$ cat src/rtl/rthr_pkg.sv
package rthr_pkg;

  // How the admission comparison is timed.
  typedef enum logic {
    ADMIT_REGISTERED = 1'b0,  // compare on last cycle's totals, one gap cycle per grant
    ADMIT_LIVE       = 1'b1   // compare on this cycle's totals, back-to-back grants
  } admit_mode_e;

endpackage

$ cat src/rtl/rthr_owed_counter.sv
module rthr_owed_counter #(
  parameter int CNT_W = 11,
  parameter int LEN_W = 8
) (
  input  logic             clk,
  input  logic             rst,
  input  logic             grant,
  input  logic [LEN_W-1:0] grant_len,
  input  logic             beat,
  output logic [CNT_W-1:0] owed
);

  logic [CNT_W-1:0] owed_q;
  logic [CNT_W-1:0] add_beats;
  logic [CNT_W-1:0] sub_beats;

  // A grant owes len+1 beats; a received beat settles one.
  assign add_beats = grant ? (CNT_W'(grant_len) + CNT_W'(1)) : '0;
  assign sub_beats = CNT_W'(beat);

  always_ff @(posedge clk) begin
    if (rst) begin
      owed_q <= '0;
    end else begin
      owed_q <= owed_q + add_beats - sub_beats;
    end
  end

  assign owed = owed_q;

endmodule

$ cat src/rtl/rthr_admit_gate.sv
module rthr_admit_gate
  import rthr_pkg::*;
#(
  parameter int          FIFO_DEPTH = 1024,
  parameter int          CNT_W      = 11,
  parameter int          LEN_W      = 8,
  parameter admit_mode_e MODE       = ADMIT_REGISTERED
) (
  input  logic             clk,
  input  logic             rst,
  input  logic [CNT_W-1:0] owed,
  input  logic [CNT_W-1:0] level,
  input  logic [LEN_W-1:0] req_len,
  input  logic             granted,
  output logic             admit
);

  localparam int             SUM_W = CNT_W + 2;
  localparam logic [SUM_W-1:0] LIMIT = SUM_W'(FIFO_DEPTH);

  logic [SUM_W-1:0] req_beats;
  logic [SUM_W-1:0] held_now;

  assign req_beats = SUM_W'(req_len) + SUM_W'(1);
  assign held_now  = SUM_W'(owed) + SUM_W'(level);

  generate
    if (MODE == ADMIT_LIVE) begin : g_live
      logic unused_live;
      assign unused_live = ^{clk, granted};
      assign admit = !rst && ((held_now + req_beats) <= LIMIT);
    end else begin : g_registered
      logic [SUM_W-1:0] held_q;
      logic             gap_q;

      // Beats in flight only move from owed to level, and FIFO reads only
      // lower the level, so last cycle's total is an upper bound unless a
      // grant was made; that cycle is skipped.
      always_ff @(posedge clk) begin
        if (rst) begin
          held_q <= '0;
          gap_q  <= 1'b0;
        end else begin
          held_q <= held_now;
          gap_q  <= granted;
        end
      end

      assign admit = !rst && !gap_q && ((held_q + req_beats) <= LIMIT);
    end
  endgenerate

endmodule

$ cat src/rtl/rd_beat_throttle.sv
module rd_beat_throttle
  import rthr_pkg::*;
#(
  parameter int FIFO_DEPTH   = 1024,
  parameter int MAX_BURST    = 256,
  parameter int ID_W         = 6,
  parameter int ADDR_W       = 32,
  parameter int DATA_W       = 32,
  parameter bit FULL_AR_RATE = 1'b0,
  parameter int LVL_W        = $clog2(FIFO_DEPTH + 1),
  parameter int LEN_W        = $clog2(MAX_BURST)
) (
  input  logic              clk,
  input  logic              rst,
  input  logic [LVL_W-1:0]  fifo_level,
  input  logic              up_ar_valid,
  output logic              up_ar_ready,
  input  logic [ADDR_W-1:0] up_ar_addr,
  input  logic [ID_W-1:0]   up_ar_id,
  input  logic [LEN_W-1:0]  up_ar_len,
  output logic              dn_ar_valid,
  input  logic              dn_ar_ready,
  output logic [ADDR_W-1:0] dn_ar_addr,
  output logic [ID_W-1:0]   dn_ar_id,
  output logic [LEN_W-1:0]  dn_ar_len,
  input  logic              dn_r_valid,
  output logic              dn_r_ready,
  input  logic [DATA_W-1:0] dn_r_data,
  input  logic [ID_W-1:0]   dn_r_id,
  input  logic [1:0]        dn_r_resp,
  input  logic              dn_r_last,
  output logic              up_r_valid,
  input  logic              up_r_ready,
  output logic [DATA_W-1:0] up_r_data,
  output logic [ID_W-1:0]   up_r_id,
  output logic [1:0]        up_r_resp,
  output logic              up_r_last
);

  localparam admit_mode_e MODE = FULL_AR_RATE ? ADMIT_LIVE : ADMIT_REGISTERED;

  logic [LVL_W-1:0] owed_q;
  logic             admit;
  logic             ar_fire;
  logic             r_fire;

  // AR path: payload straight through, strobes gated by admission.
  assign dn_ar_valid = up_ar_valid && admit;
  assign up_ar_ready = dn_ar_ready && admit;
  assign dn_ar_addr  = up_ar_addr;
  assign dn_ar_id    = up_ar_id;
  assign dn_ar_len   = up_ar_len;
  assign ar_fire     = up_ar_valid && dn_ar_ready && admit;

  // R path: untouched, ready comes from the FIFO side.
  assign up_r_valid = dn_r_valid;
  assign up_r_data  = dn_r_data;
  assign up_r_id    = dn_r_id;
  assign up_r_resp  = dn_r_resp;
  assign up_r_last  = dn_r_last;
  assign dn_r_ready = up_r_ready;
  assign r_fire     = dn_r_valid && up_r_ready;

  rthr_owed_counter #(
    .CNT_W (LVL_W),
    .LEN_W (LEN_W)
  ) u_owed (
    .clk       (clk),
    .rst       (rst),
    .grant     (ar_fire),
    .grant_len (up_ar_len),
    .beat      (r_fire),
    .owed      (owed_q)
  );

  rthr_admit_gate #(
    .FIFO_DEPTH (FIFO_DEPTH),
    .CNT_W      (LVL_W),
    .LEN_W      (LEN_W),
    .MODE       (MODE)
  ) u_gate (
    .clk     (clk),
    .rst     (rst),
    .owed    (owed_q),
    .level   (fifo_level),
    .req_len (up_ar_len),
    .granted (ar_fire),
    .admit   (admit)
  );

endmodule

$ cat config.mk
export PLATFORM = sky130hd
export DESIGN_NAME = rd_beat_throttle
export DESIGN_NICKNAME = d
export VERILOG_FILES = /design/src/rtl/rthr_pkg.sv /design/src/rtl/rthr_owed_counter.sv /design/src/rtl/rthr_admit_gate.sv /design/src/rtl/rd_beat_throttle.sv
export SDC_FILE = /design/constraint.sdc
export NUM_CORES = 1
export LEC_CHECK = 0
export BUFFER_PORTS_ARGS = -buffer_cell sky130_fd_sc_hd__buf_2
export CORE_UTILIZATION = 47
export DETAILED_ROUTE_END_ITERATION = 10
export PLACE_DENSITY = 0.88
export SLEW_MARGIN = 20
export SYNTH_ARGS = -nofsm -noshare
export SYNTH_HDL_FRONTEND = slang
export SYNTH_SLANG_ARGS = --single-unit
export TNS_END_PERCENT = 5
$ cat constraint.sdc
create_clock -name clk -period 10.3 [get_ports clk]
set_input_delay 2.06 -clock clk [delete_from_list [all_inputs] [get_ports clk]]
set_output_delay 2.06 -clock clk [all_outputs]
set_load 0.01 [all_outputs]
* Yosys cells after proc, flatten, opt, wreduce, memory -nomap -nowiden
Index checks and enable logic that the tools add are counted.
Widths: inputs -> output; s select.
** Word-level totals
- Output and inout bits :: 91
- RAM bits :: 0
- ROM bits :: 0
- Bits in latches :: 0
- Memories kept :: 0
- Register bits after elaboration :: 25
- Logic and storage cells :: 20
- Bits of input ports :: 104
** Cells by class
- Div/mod/pow operators :: 0
- Eq/ne operators :: 0
- $lt $le $gt $ge :: 1
- $mul :: 0
- Add/sub/neg operators :: 6
- Bitwise logic cells :: 0
- Multiplexer cells :: 1
- Shift-type cells :: 0
- Reduce and logical (&&, ||, !) cells :: 9
** Operators by type and width (number)
- $add 8x1->9 const B :: 2
- $add 13x13->13 :: 1
- $le 13x11->1 const B :: 1
- $add 11x11->12 :: 1
- $add 11x11->11 :: 1
- $mux 11 :: 1
- $sub 11x1->11 :: 1
- $logic_and 1x1->1 :: 7
- $logic_not 1->1 :: 2

* Depth between registers and ports, before layout
Gate-level depths: netlist of the first run.
- Depth after elaboration :: 8
- Gate-level depth with buffers :: 23
- Gate-level depth less buffers :: 22

* Hierarchy
From an unflattened synthesis of the first run, not the netlist that was laid out.
** Second synthesis, totals
- Cell total of the unflattened synthesis :: 362
- Area total of the unflattened synthesis :: 2890.3 µm²
** By module, submodules not included
- rthr_admit_gate :: area each 1112.3 µm², seq. area each 260.2 µm², instances 1, cells each 129
- rthr_owed_counter :: area each 1084.8 µm², seq. area each 220.2 µm², instances 1, cells each 140
- rd_beat_throttle :: area each 693.2 µm², seq. area each 0.0 µm², instances 1, cells each 93

* Least setup slack after synthesis of the first run
OpenSTA, ideal clock, no wires.
- Path type :: input-to-reg
- Start :: input port up_ar_len[1]
- End :: register u_owed.owed_q[10], in the netlist u_owed.owed[10]
- Stages :: 23
- Arrival time :: 6.205 ns
- Library setup time :: 0.128 ns
- Slack :: 3.968 ns
- Data required time :: 10.172 ns
- Cells stage by stage :: and3_1 -> nand3_1 -> or2_2 -> xnor2_1 -> ha_1 -> a21oi_1 -> nand2_1 -> a2111oi_0 -> o21ai_0 -> o31ai_1 -> and3_1 -> clkbuf_2 -> nand3_1 -> ha_1 -> inv_1 -> fa_1 -> a21oi_1 -> nor2b_1 -> o31a_1 -> o41a_1 -> a31oi_1 -> xnor2_1 -> nor2_1
** On the way
- Longest elaborated chain between the ends :: 8
** Ends and longest elaborated chain
- start, declared :: RTL line rd_beat_throttle.sv:20 : input logic [LEN_W-1:0] up_ar_len,
- $add 8x1->9 :: RTL line rthr_owed_counter.sv:18, rthr_admit_gate.sv:24
- $add 13x13->13 :: RTL line rthr_admit_gate.sv:49 : assign admit = !rst && !gap_q && ((held_q + req_beats) <= LIMIT);
- $le 13x11->1 :: RTL line rthr_admit_gate.sv:49
- $logic_and 1x1->1 :: RTL line rthr_admit_gate.sv:49
- $logic_and 1x1->1 :: RTL line rd_beat_throttle.sv:53 : assign ar_fire = up_ar_valid && dn_ar_ready && admit;
- $mux 11 (*) :: RTL line rthr_owed_counter.sv:18 : assign add_beats = grant ? (CNT_W'(grant_len) + CNT_W'(1)) : '0;
- $add 11x11->11 (*) :: RTL line rthr_owed_counter.sv:25 : owed_q <= owed_q + add_beats - sub_beats;
- $sub 11x1->11 (*) :: RTL line rthr_owed_counter.sv:25
- end signal, assigned :: RTL line rthr_owed_counter.sv:25
- end, declared :: RTL line rthr_owed_counter.sv:13 : logic [CNT_W-1:0] owed_q;
Mark *: on every way between the ends. The rest lies on a longest branch, timed or not.
A chain may end at the register's enable or synchronous reset.

* Worst setup path in the final report of the first run
- Start :: input port up_ar_len[4]
- End :: output port dn_ar_valid
** On the way
- Longest elaborated chain between the ends :: 5
** Ends and longest elaborated chain
- $add 8x1->9 :: RTL line rthr_admit_gate.sv:24 : assign req_beats = SUM_W'(req_len) + SUM_W'(1);
- $add 13x13->13 :: RTL line rthr_admit_gate.sv:49
- $le 13x11->1 :: RTL line rthr_admit_gate.sv:49
- $logic_and 1x1->1 :: RTL line rthr_admit_gate.sv:49
- $logic_and 1x1->1 :: RTL line rd_beat_throttle.sv:48 : assign dn_ar_valid = up_ar_valid && admit;
- end, declared :: RTL line rd_beat_throttle.sv:21 : output logic dn_ar_valid,
No other way between the ends.

==> results.cfg, run 1 <==
[grt]
grt.total_usage_pct = 17.1
grt_max_degree = 26
grt_pass1_wl_mm = 8.65
grt-ovfl-total = 0
antenna_found_initial = 0
grt_pass1_vias = 1995

[timing]
maxSlewHeadroom_pct = 36.0
fmax_mhz = 137
fin_skew_ns = 0.00316
setup_violations = 0
period_needed_ns = 7.28
holdWs_ns = 0.632
tns_ns = 0
finalHoldViolations = 0
rsz0062_at_grt = no
finalCritPeriodShare_pct = 70.6
slew_viol_final = 0
worstMarginPinSlew_ns = 0.950

[power]
clkPwrFrac_pct = 7.9
irDropWorstVdd_v = 0.0000801
total_power_uw = 700
switching_share_pct = 44.6
switchingPower_uw = 312
powerDensity_nw_per_um2 = 269
internal_power_uw = 388
pwr-share-comb_pct = 70.8
power.leakage_nw = 1.28
pwr-share-seq_pct = 21.3

[clock_tree]
clock_latency_ns = 0.26
cts_buffers = 3
cts_buffer_depth = 2
cts_setup_buffers = 0
cts_num_sinks = 24
cts_tree = done
ctsHoldBuffers = 0
h-tree-depth = 1
clockRootBuffer = clkbuf_8
postCtsResizedCells = 0
clk_pin_slew_ns = 0.08

[logic_synthesis]
syn_area_um2 = 2980
synth-edff-count = 0
avgSynthCellArea_um2 = 7.92
async_flop_share_pct = 0
ys_top_cells_by_area = buf_4, ha_1, dfxtp_1
synth_most_common_cell = buf_4
syn-num-nets = 523
yosys-top-cells-count = buf_4, ha_1, inv_1, nor2_1, dfxtp_1
synth_area_leader_cell = buf_4
synthFlopType = dfxtp_1
synth.distinct_cells = 45
synth.top_cell.area_share_pct = 22.7
ys_ff_latch = 24
netlist_instances = 376
ys_seq_area_share_pct = 16.1
synth_warnings = 0

[status]
outcome = finished clean

[run]
max-cap-violations = 0

[floorplan]
start_util_pct = 49.4
dieArea_um2 = 6660
die_height_um = 81.6
ios = 195
dieWidth_um = 81.6
rows = 28
core_area_um2 = 6030

[route]
wl_per_cell_um = 14.2
via_count = 2146
dr.pass1.iters = 4
drt-initial-drc-count = 54
drc = 0
drtAntennaViolNets = 0
totalWireLength_mm = 5.63
drt-vias-per-instance = 5.41

[critical_path]
cp-end-kind = primary output
path_common_cell = buf_2
path_class = primary input to primary output
critical_path.max_fanout = 12
ff2ff_path_depth = 20
worstPathArrival_ns = 5.22
cpMaxStageDelayCell = o41ai_2
setup.worst_path.start_class = primary input
critPathRequiredTime_ns = 8.24
slowest_delay_ns = 0.89
cp_cell_sequence = buf_2 > and3_1 > nand3_1 > or2_2 > xnor2_1 > ha_1 > a21oi_1 > nand2_1 > a31oi_1 > o41ai_1 > o41ai_2 > and3_2 > buf_2

[cells_and_area]
final_cell_count_no_fill = 397
final_nets = 471
syn2layout_area_growth_pct = -12.5
diodes = 0
design_area_um2 = 2610
final_layout_size_suffix_gt1_share_pct = 14.9
nFillCells = 591

[min_path]
hold_depth = 3
min_path_type = flip-flop to flip-flop

[placement]
gp_congestion = 0.910
dp.cells = 394
dp_hpwl_mm = 4.68
io_buffers = 36
postPlaceCellArea_um2 = 2560
power groups by stage:
| stage | logic [mW] | registers, mW | clock network [mW] |
|---|---|---|---|
| floorplan | 0.446 | 0.146 | 0 |
| global placement | 0.473 | 0.150 | 0 |
| detailed placement | 0.492 | 0.151 | 0 |
| CTS | 0.496 | 0.149 | 0.0551 |
| global route | 0.557 | 0.154 | 0.0594 |
| finish | 0.496 | 0.149 | 0.0552 |
sequential cells by signal, summed over array words and instances, names as in the netlist:
register,cells
u_owed.owed,11
u_gate.g_registered.held_q,12
u_gate.g_registered.gap_q,1
stage by stage:
stage                     utilization [%]  worst slack, ns
after CTS                            43.3             3.03
after global routing                 43.3             2.80
after detailed placement             42.6             3.04
after floorplan                         -             3.97
after global placement               42.6             3.13
final                                43.3             3.02
path summary, 6_finish.rpt:
| kind | startpoint | to | slack, ns |
|---|---|---|---|
| worst max-delay path | up_ar_len[4] | dn_ar_valid | 3.02 |
| worst min-delay path | u_owed.owed[10] | u_owed.owed[10] | 0.63 |
| worst max register to register | u_gate.g_registered.held_q[0] | u_owed.owed[10] | 5.26 |
| worst min register to register | u_owed.owed[10] | u_owed.owed[10] | 0.63 |
cells by family after synthesis:
logic type / synth area share [%]
buf+inv: 27.8
simple gates: 15.2
compound gates: 12.5
fa+ha+maj: 18.8
xor+xnor: 8.82
flops: 16.1
mux: 0.714
critical path, delay by kind of cell:
kind / cells / cell delay [ns]
AO/OA/AOI/OAI: 4 / 1.32
XOR/XNOR: 1 / 0.20
adder cells (fa/ha/maj): 1 / 0.34
buffers and inverters: 2 / 0.25
AND/OR/NAND/NOR: 5 / 1.02
final cells by class:
cell class	count	area, µm²	share of cell area [%]
repair buffers	36	180	6.91
multi-input cells	222	1670	64.1
inverters	37	139	5.33
clock buffers	3	41.3	1.58
well taps	75	93.8	3.60
flip-flops and latches	24	480	18.4
metal layers:
| layer | track usage (%) | part of all wire, % | routed length [µm] |
|---|---|---|---|
| met2 | 31.0 | 50 | 2800 |
| met3 | 2.78 | 6.4 | 358 |
| met4 | 11.4 | 4.4 | 249 |
| met1 | 18.0 | 39 | 2220 |
| met5 | 0 | 0 | 0 |
cells in the final DEF, fill, tap and decap left out, types with 4 or more instances in the layout:
cell type	n
a21oi_1	13
nor2_1	37
ha_1	40
nor3_1	8
a21o_1	4
dfxtp_1	24
xnor2_1	16
nor2b_1	7
and3_1	5
o21a_1	4
xor2_1	14
o21ai_0	12
nand2_1	8
buf_2	36
inv_1	37
nand3_1	13
(Power assumes the default switching activity.)
==> inputs of run 2 (changes only) <==
--- a/config.mk
+++ b/config.mk
@@ -6,9 +6,9 @@
 export NUM_CORES = 1
 export LEC_CHECK = 0
 export BUFFER_PORTS_ARGS = -buffer_cell sky130_fd_sc_hd__buf_2
-export CORE_UTILIZATION = 47
+export CORE_UTILIZATION = 43
 export DETAILED_ROUTE_END_ITERATION = 10
-export PLACE_DENSITY = 0.88
+export PLACE_DENSITY = 0.82
 export SLEW_MARGIN = 20
 export SYNTH_ARGS = -nofsm -noshare
 export SYNTH_HDL_FRONTEND = slang
==> constraint.sdc (replaced) <==
create_clock -name clk -period 7.45 [get_ports clk]
set_input_delay 1.49 -clock clk [delete_from_list [all_inputs] [get_ports clk]]
set_output_delay 1.49 -clock clk [all_outputs]
set_load 0.01 [all_outputs]
==> run 2 against run 1 <==
  * Routed wire length is essentially flat
  * Power grew 48%
  * Non-clock buffer count grew 1
  * Critical path depth grew 10
  * Setup slack lost 1.8 ns
  * Hold slack lost 0.034 ns
  * Register-to-register slack lost 2.5 ns
  * Sequential share of layout area shrank 0.28 points
  * Critical path type is now primary input to flip-flop
  * Largest power group unchanged
==> results.cfg, run 2 (synthesized netlist as in run 1, its figures left out) <==
[timing]
setup_violations = 0
period_needed_ns = 6.20
worstMarginPinSlew_ns = 0.463
finalHoldViolations = 0
fmax_mhz = 161
rsz0062_at_grt = no
finalCritPeriodShare_pct = 83.2
tns_ns = 0
maxSlewHeadroom_pct = 69.2
slew_viol_final = 0
fin_skew_ns = 0.00764
finalWorstSetupSlack_ns = 1.25

[power]
pwr-share-comb_pct = 68.8
switchingPower_uw = 462
irDropWorstVdd_v = 0.000136
total_power_mw = 1.04
internal_power_uw = 577
power.leakage_nw = 1.30
pwr-share-seq_pct = 20.0
clkPwrFrac_pct = 11.2
switching_share_pct = 44.5
powerDensity_nw_per_um2 = 392

[clock_tree]
cts_setup_buffers = 0
clock_latency_ns = 0.27
cts_tree = done
h-tree-depth = 1
clockRootBuffer = clkbuf_8
clk_pin_slew_ns = 0.09
cts_num_sinks = 24
ctsHoldBuffers = 0
cts_buffers = 3
cts_buffer_depth = 2
postCtsResizedCells = 0

[route]
dr.pass1.iters = 4
drt-vias-per-instance = 5.43
via_count = 2176
drt-initial-drc-count = 79
drc = 0
wl_per_cell_um = 14.0
totalWireLength_mm = 5.63
drtAntennaViolNets = 0

[grt]
grt_max_degree = 26
grt-ovfl-total = 0
grt.total_usage_pct = 15.7
grt_pass1_vias = 2199
grt_pass1_wl_mm = 9.27
antenna_found_initial = 0

[critical_path]
cp-end-kind = flip-flop
setup.worst_path.start_class = primary input
r2r_slack_ns = 2.79
path_class = primary input to flip-flop
startpoint = up_ar_len[4]
ff2ff_path_depth = 21
setup.worst_path.end = u_owed.owed[10]
worstPathArrival_ns = 6.35
worst_r2r_endpoint = u_owed.owed[10]
critPathRequiredTime_ns = 7.60
worstReg2RegStart = u_gate.g_registered.held_q[0]
critical_path.max_fanout = 10

[cells_and_area]
multi_input_area_um2 = 1670
largest_register = u_gate.g_registered.held_q
final_nets = 472
diodes = 0
syn2layout_area_growth_pct = -11.2
largest_reg_flops = 12
mostFrequentLayoutCells = ha_1, inv_1, nor2_1
final_layout_size_suffix_gt1_share_pct = 15.4
nFillCells = 629
final_common_cell = ha_1
regArea_um2 = 480

[status]
outcome = finished clean

[placement]
dpl_worst_slack_ns = 0.995
dp_hpwl_mm = 4.58
io_buffers = 36
gp_congestion = 0.910

[run]
max-cap-violations = 0

[floorplan]
start_util_pct = 45.6
core_area_um2 = 6530
ios = 195
dieWidth_um = 85.2
rows = 29
dieArea_um2 = 7270
die_height_um = 85.2

[min_path]
hp-start = u_owed.owed[0]
min_path_type = flip-flop to flip-flop
[run 2: cell types whose count changed in the layout (fill, tap and decap cells not counted), sizes merged]
cell,before,now
buf,36,37
bufinv,0,1
[run 2: worst min path at each step]
stage	cells after the start	slack, ns	end
after floorplan	2	0.55	u_gate.g_registered.held_q[0]
after global placement	2	0.57	u_gate.g_registered.held_q[0]
after detailed placement	2	0.57	u_gate.g_registered.held_q[0]
after CTS	2	0.60	u_gate.g_registered.held_q[0]
after global routing	2	0.63	u_gate.g_registered.held_q[0]
final	2	0.60	u_gate.g_registered.held_q[0]
[run 2: layout make-up]
type	instances	share of cell area (%)
clock buffer	3	1.56
clock inverter	1	1.13
inverter	37	5.25
multi-input combinational	222	63.2
sequential	24	18.2
tap	77	3.64
timing repair buffer	37	7.09
[run 2: metal layers]
layer	GRT usage, %	vias to the layer above	wire, µm
li1	-	1060	-
met1	17.1	990	2310
met2	27.6	87	2740
met3	2.82	39	309
met4	10.6	0	269
met5	0	-	0
[run 2: power groups by stage]
stage	Sequential [mW]	Combinational [mW]	Clock, mW
after detailed placement	0.210	0.700	0
after global placement	0.208	0.676	0
after global routing	0.213	0.800	0.123
final	0.207	0.715	0.116
after CTS	0.207	0.711	0.116
after floorplan	0.202	0.616	0
[run 2: through the flow]
stage | utilization [%] | cells | hold slack, ns | instance area [µm²]
6_report | 40.5 | 401 | 0.597 | 2650
3_3_place_gp | 39.4 | 397 | 0.573 | 2570
5_1_grt | 40.5 | 401 | 0.632 | 2650
3_5_place_dp | 39.4 | 397 | 0.570 | 2570
2_1_floorplan | - | 376 | 0.547 | 2980
4_1_cts | 40.5 | 401 | 0.597 | 2650
[run 2: worst max-delay path, stage by stage]
cell	delay [ns]
buf_2	0.13
and3_1	0.15
nand3_1	0.11
or2_2	0.33
xnor2_1	0.23
ha_1	0.36
a21oi_1	0.16
nand2_1	0.12
a2111oi_0	0.38
o21ai_0	0.15
o31ai_1	0.11
and3_1	0.41
nand3_1	0.13
ha_1	0.28
inv_1	0.07
fa_1	0.46
a21oi_1	0.17
nor2b_1	0.08
o31a_1	0.25
o41a_1	0.35
a31oi_1	0.22
xnor2_1	0.14
nor2_1	0.05
==> inputs of run 3 (changes only) <==
==> constraint.sdc (replaced) <==
create_clock -name clk -period 5.91 [get_ports clk]
set_input_delay 1.182 -clock clk [delete_from_list [all_inputs] [get_ports clk]]
set_output_delay 1.182 -clock clk [all_outputs]
set_load 0.01 [all_outputs]
==> run 3 against run 2 <==
  * Sequential power increased by 26%
  * Via count stayed put
  * Combinational power is 29% higher
  * Die area unchanged
  * Global-route usage increased by 0.40 points
  * Clock power is essentially flat
  * First-iteration DRC count increased by 14%
==> results.cfg, run 3 (synthesized netlist as in run 1, its figures left out) <==
[cells_and_area]
diodes = 0
final_nets = 477
largest_reg_flops = 12
mostFrequentLayoutCells = ha_1, inv_1, nor2_1
largest_register = u_gate.g_registered.held_q
design_area_um2 = 2690
fin_util_pct = 41.2
final_common_cell = ha_1
syn2layout_area_growth_pct = -9.66
final_layout_size_suffix_gt1_share_pct = 17.9

[timing]
slew_viol_final = 0
fmax_mhz = 178
holdWs_ns = 0.598
worstMarginPinSlew_ns = 0.463
tns_ns = 0
setup_violations = 0
period_needed_ns = 5.63
rsz0062_at_grt = no
finalHoldViolations = 0
fin_skew_ns = 0.00267
finalCritPeriodShare_pct = 95.2
maxSlewHeadroom_pct = 69.2

[clock_tree]
clk_pin_slew_ns = 0.09
cts_tree = done
clockRootBuffer = clkbuf_8
cts_setup_buffers = 0
ctsHoldBuffers = 0
cts_num_sinks = 24
h-tree-depth = 1
cts_buffers = 3
postCtsResizedCells = 0
cts_buffer_depth = 2
clock_latency_ns = 0.27

[floorplan]
dieWidth_um = 85.2
start_util_pct = 45.6
die_height_um = 85.2
dieArea_um2 = 7270
rows = 29
ios = 195
core_area_um2 = 6530

[critical_path]
setup.worst_path.end = u_owed.owed[10]
startpoint = up_ar_len[0]
worst_r2r_endpoint = u_owed.owed[10]
cp-end-kind = flip-flop
worstReg2RegStart = u_gate.g_registered.held_q[0]
worstPathArrival_ns = 5.78
path_class = primary input to flip-flop
setup.worst_path.start_class = primary input
r2r_slack_ns = 1.26
critical_path.max_fanout = 6
ff2ff_path_depth = 20
critPathRequiredTime_ns = 6.06

[grt]
grt_pass1_wl_mm = 9.49
grt-ovfl-total = 0
grt_pass1_vias = 2182
grt_max_degree = 26
grt.total_usage_pct = 16.1
antenna_found_initial = 0

[route]
totalWireLength_mm = 5.63
drt-vias-per-instance = 5.36
drc = 0
dr.pass1.iters = 4
via_count = 2176
wl_per_cell_um = 13.9
drt-initial-drc-count = 90
drtAntennaViolNets = 0

[placement]
postPlaceCellArea_um2 = 2610
io_buffers = 36
dp_hpwl_mm = 4.75
gp_congestion = 1.04

[power]
power.leakage_nw = 1.32
irDropWorstVdd_v = 0.000131
powerDensity_nw_per_um2 = 482

[status]
outcome = finished clean

[run]
max-cap-violations = 0

[min_path]
min_path_type = flip-flop to flip-flop
run 3: where the power goes:
part           internal, mW  switching (mW)
registers             0.228          0.0330
clock network        0.0595          0.0539
logic                 0.425           0.497
run 3: critical path, stage by stage:
cell and delay, ns:
buf_2 0.13, ha_1 0.22, nand3_1 0.13, nor2_1 0.19, xor2_1 0.22, ha_1 0.34
o21a_1 0.18, o22a_1 0.25, a21oi_2 0.17, xnor2_1 0.10, o41ai_2 0.43, nand3_1 0.14
ha_1 0.29, inv_1 0.06, fa_1 0.46, a21oi_1 0.18, nor2b_1 0.08, o31a_1 0.25
o41a_1 0.36, a31oi_2 0.21, xnor2_1 0.14, nor2_1 0.05
run 3: final cells by class:
class                           count  area, µm²
Timing Repair Buffer               42        225
Multi-Input combinational cell    222       1700
Clock buffer                        4       55.1
Sequential cell                    24        480
Inverter                           37        139
Fill cell                         636       3840
Tap cell                           77       96.3
run 3: metal layers:
| metal | up-vias | global-route usage (%) | part of all wire, % |
|---|---|---|---|
| met4 | 0 | 10.6 | 5.2 |
| met2 | 74 | 28.4 | 49 |
| li1 | 1066 | - | - |
| met3 | 36 | 2.14 | 5.7 |
| met1 | 1000 | 18.0 | 41 |
| met5 | - | 0 | 0 |
run 3: worst min-delay path by stage:
| stage | from | end | slack [ns] | cells after the start |
|---|---|---|---|---|
| after floorplan | u_owed.owed[0] | u_gate.g_registered.held_q[0] | 0.55 | 2 |
| after global placement | u_owed.owed[0] | u_gate.g_registered.held_q[0] | 0.57 | 2 |
| after detailed placement | u_owed.owed[0] | u_gate.g_registered.held_q[0] | 0.58 | 2 |
| after CTS | u_owed.owed[0] | u_gate.g_registered.held_q[0] | 0.61 | 2 |
| after global routing | u_owed.owed[0] | u_gate.g_registered.held_q[0] | 0.67 | 2 |
| final | u_owed.owed[0] | u_gate.g_registered.held_q[0] | 0.60 | 2 |
run 3: through the flow:
step                      power, mW  setup slack (ns)  std cells
after floorplan                1.03             0.456        376
after global placement         1.13             0.185        402
after detailed placement       1.16            0.0408        402
after CTS                      1.27             0.317        406
after global routing           1.44            0.0193        406
final                          1.30             0.281        406
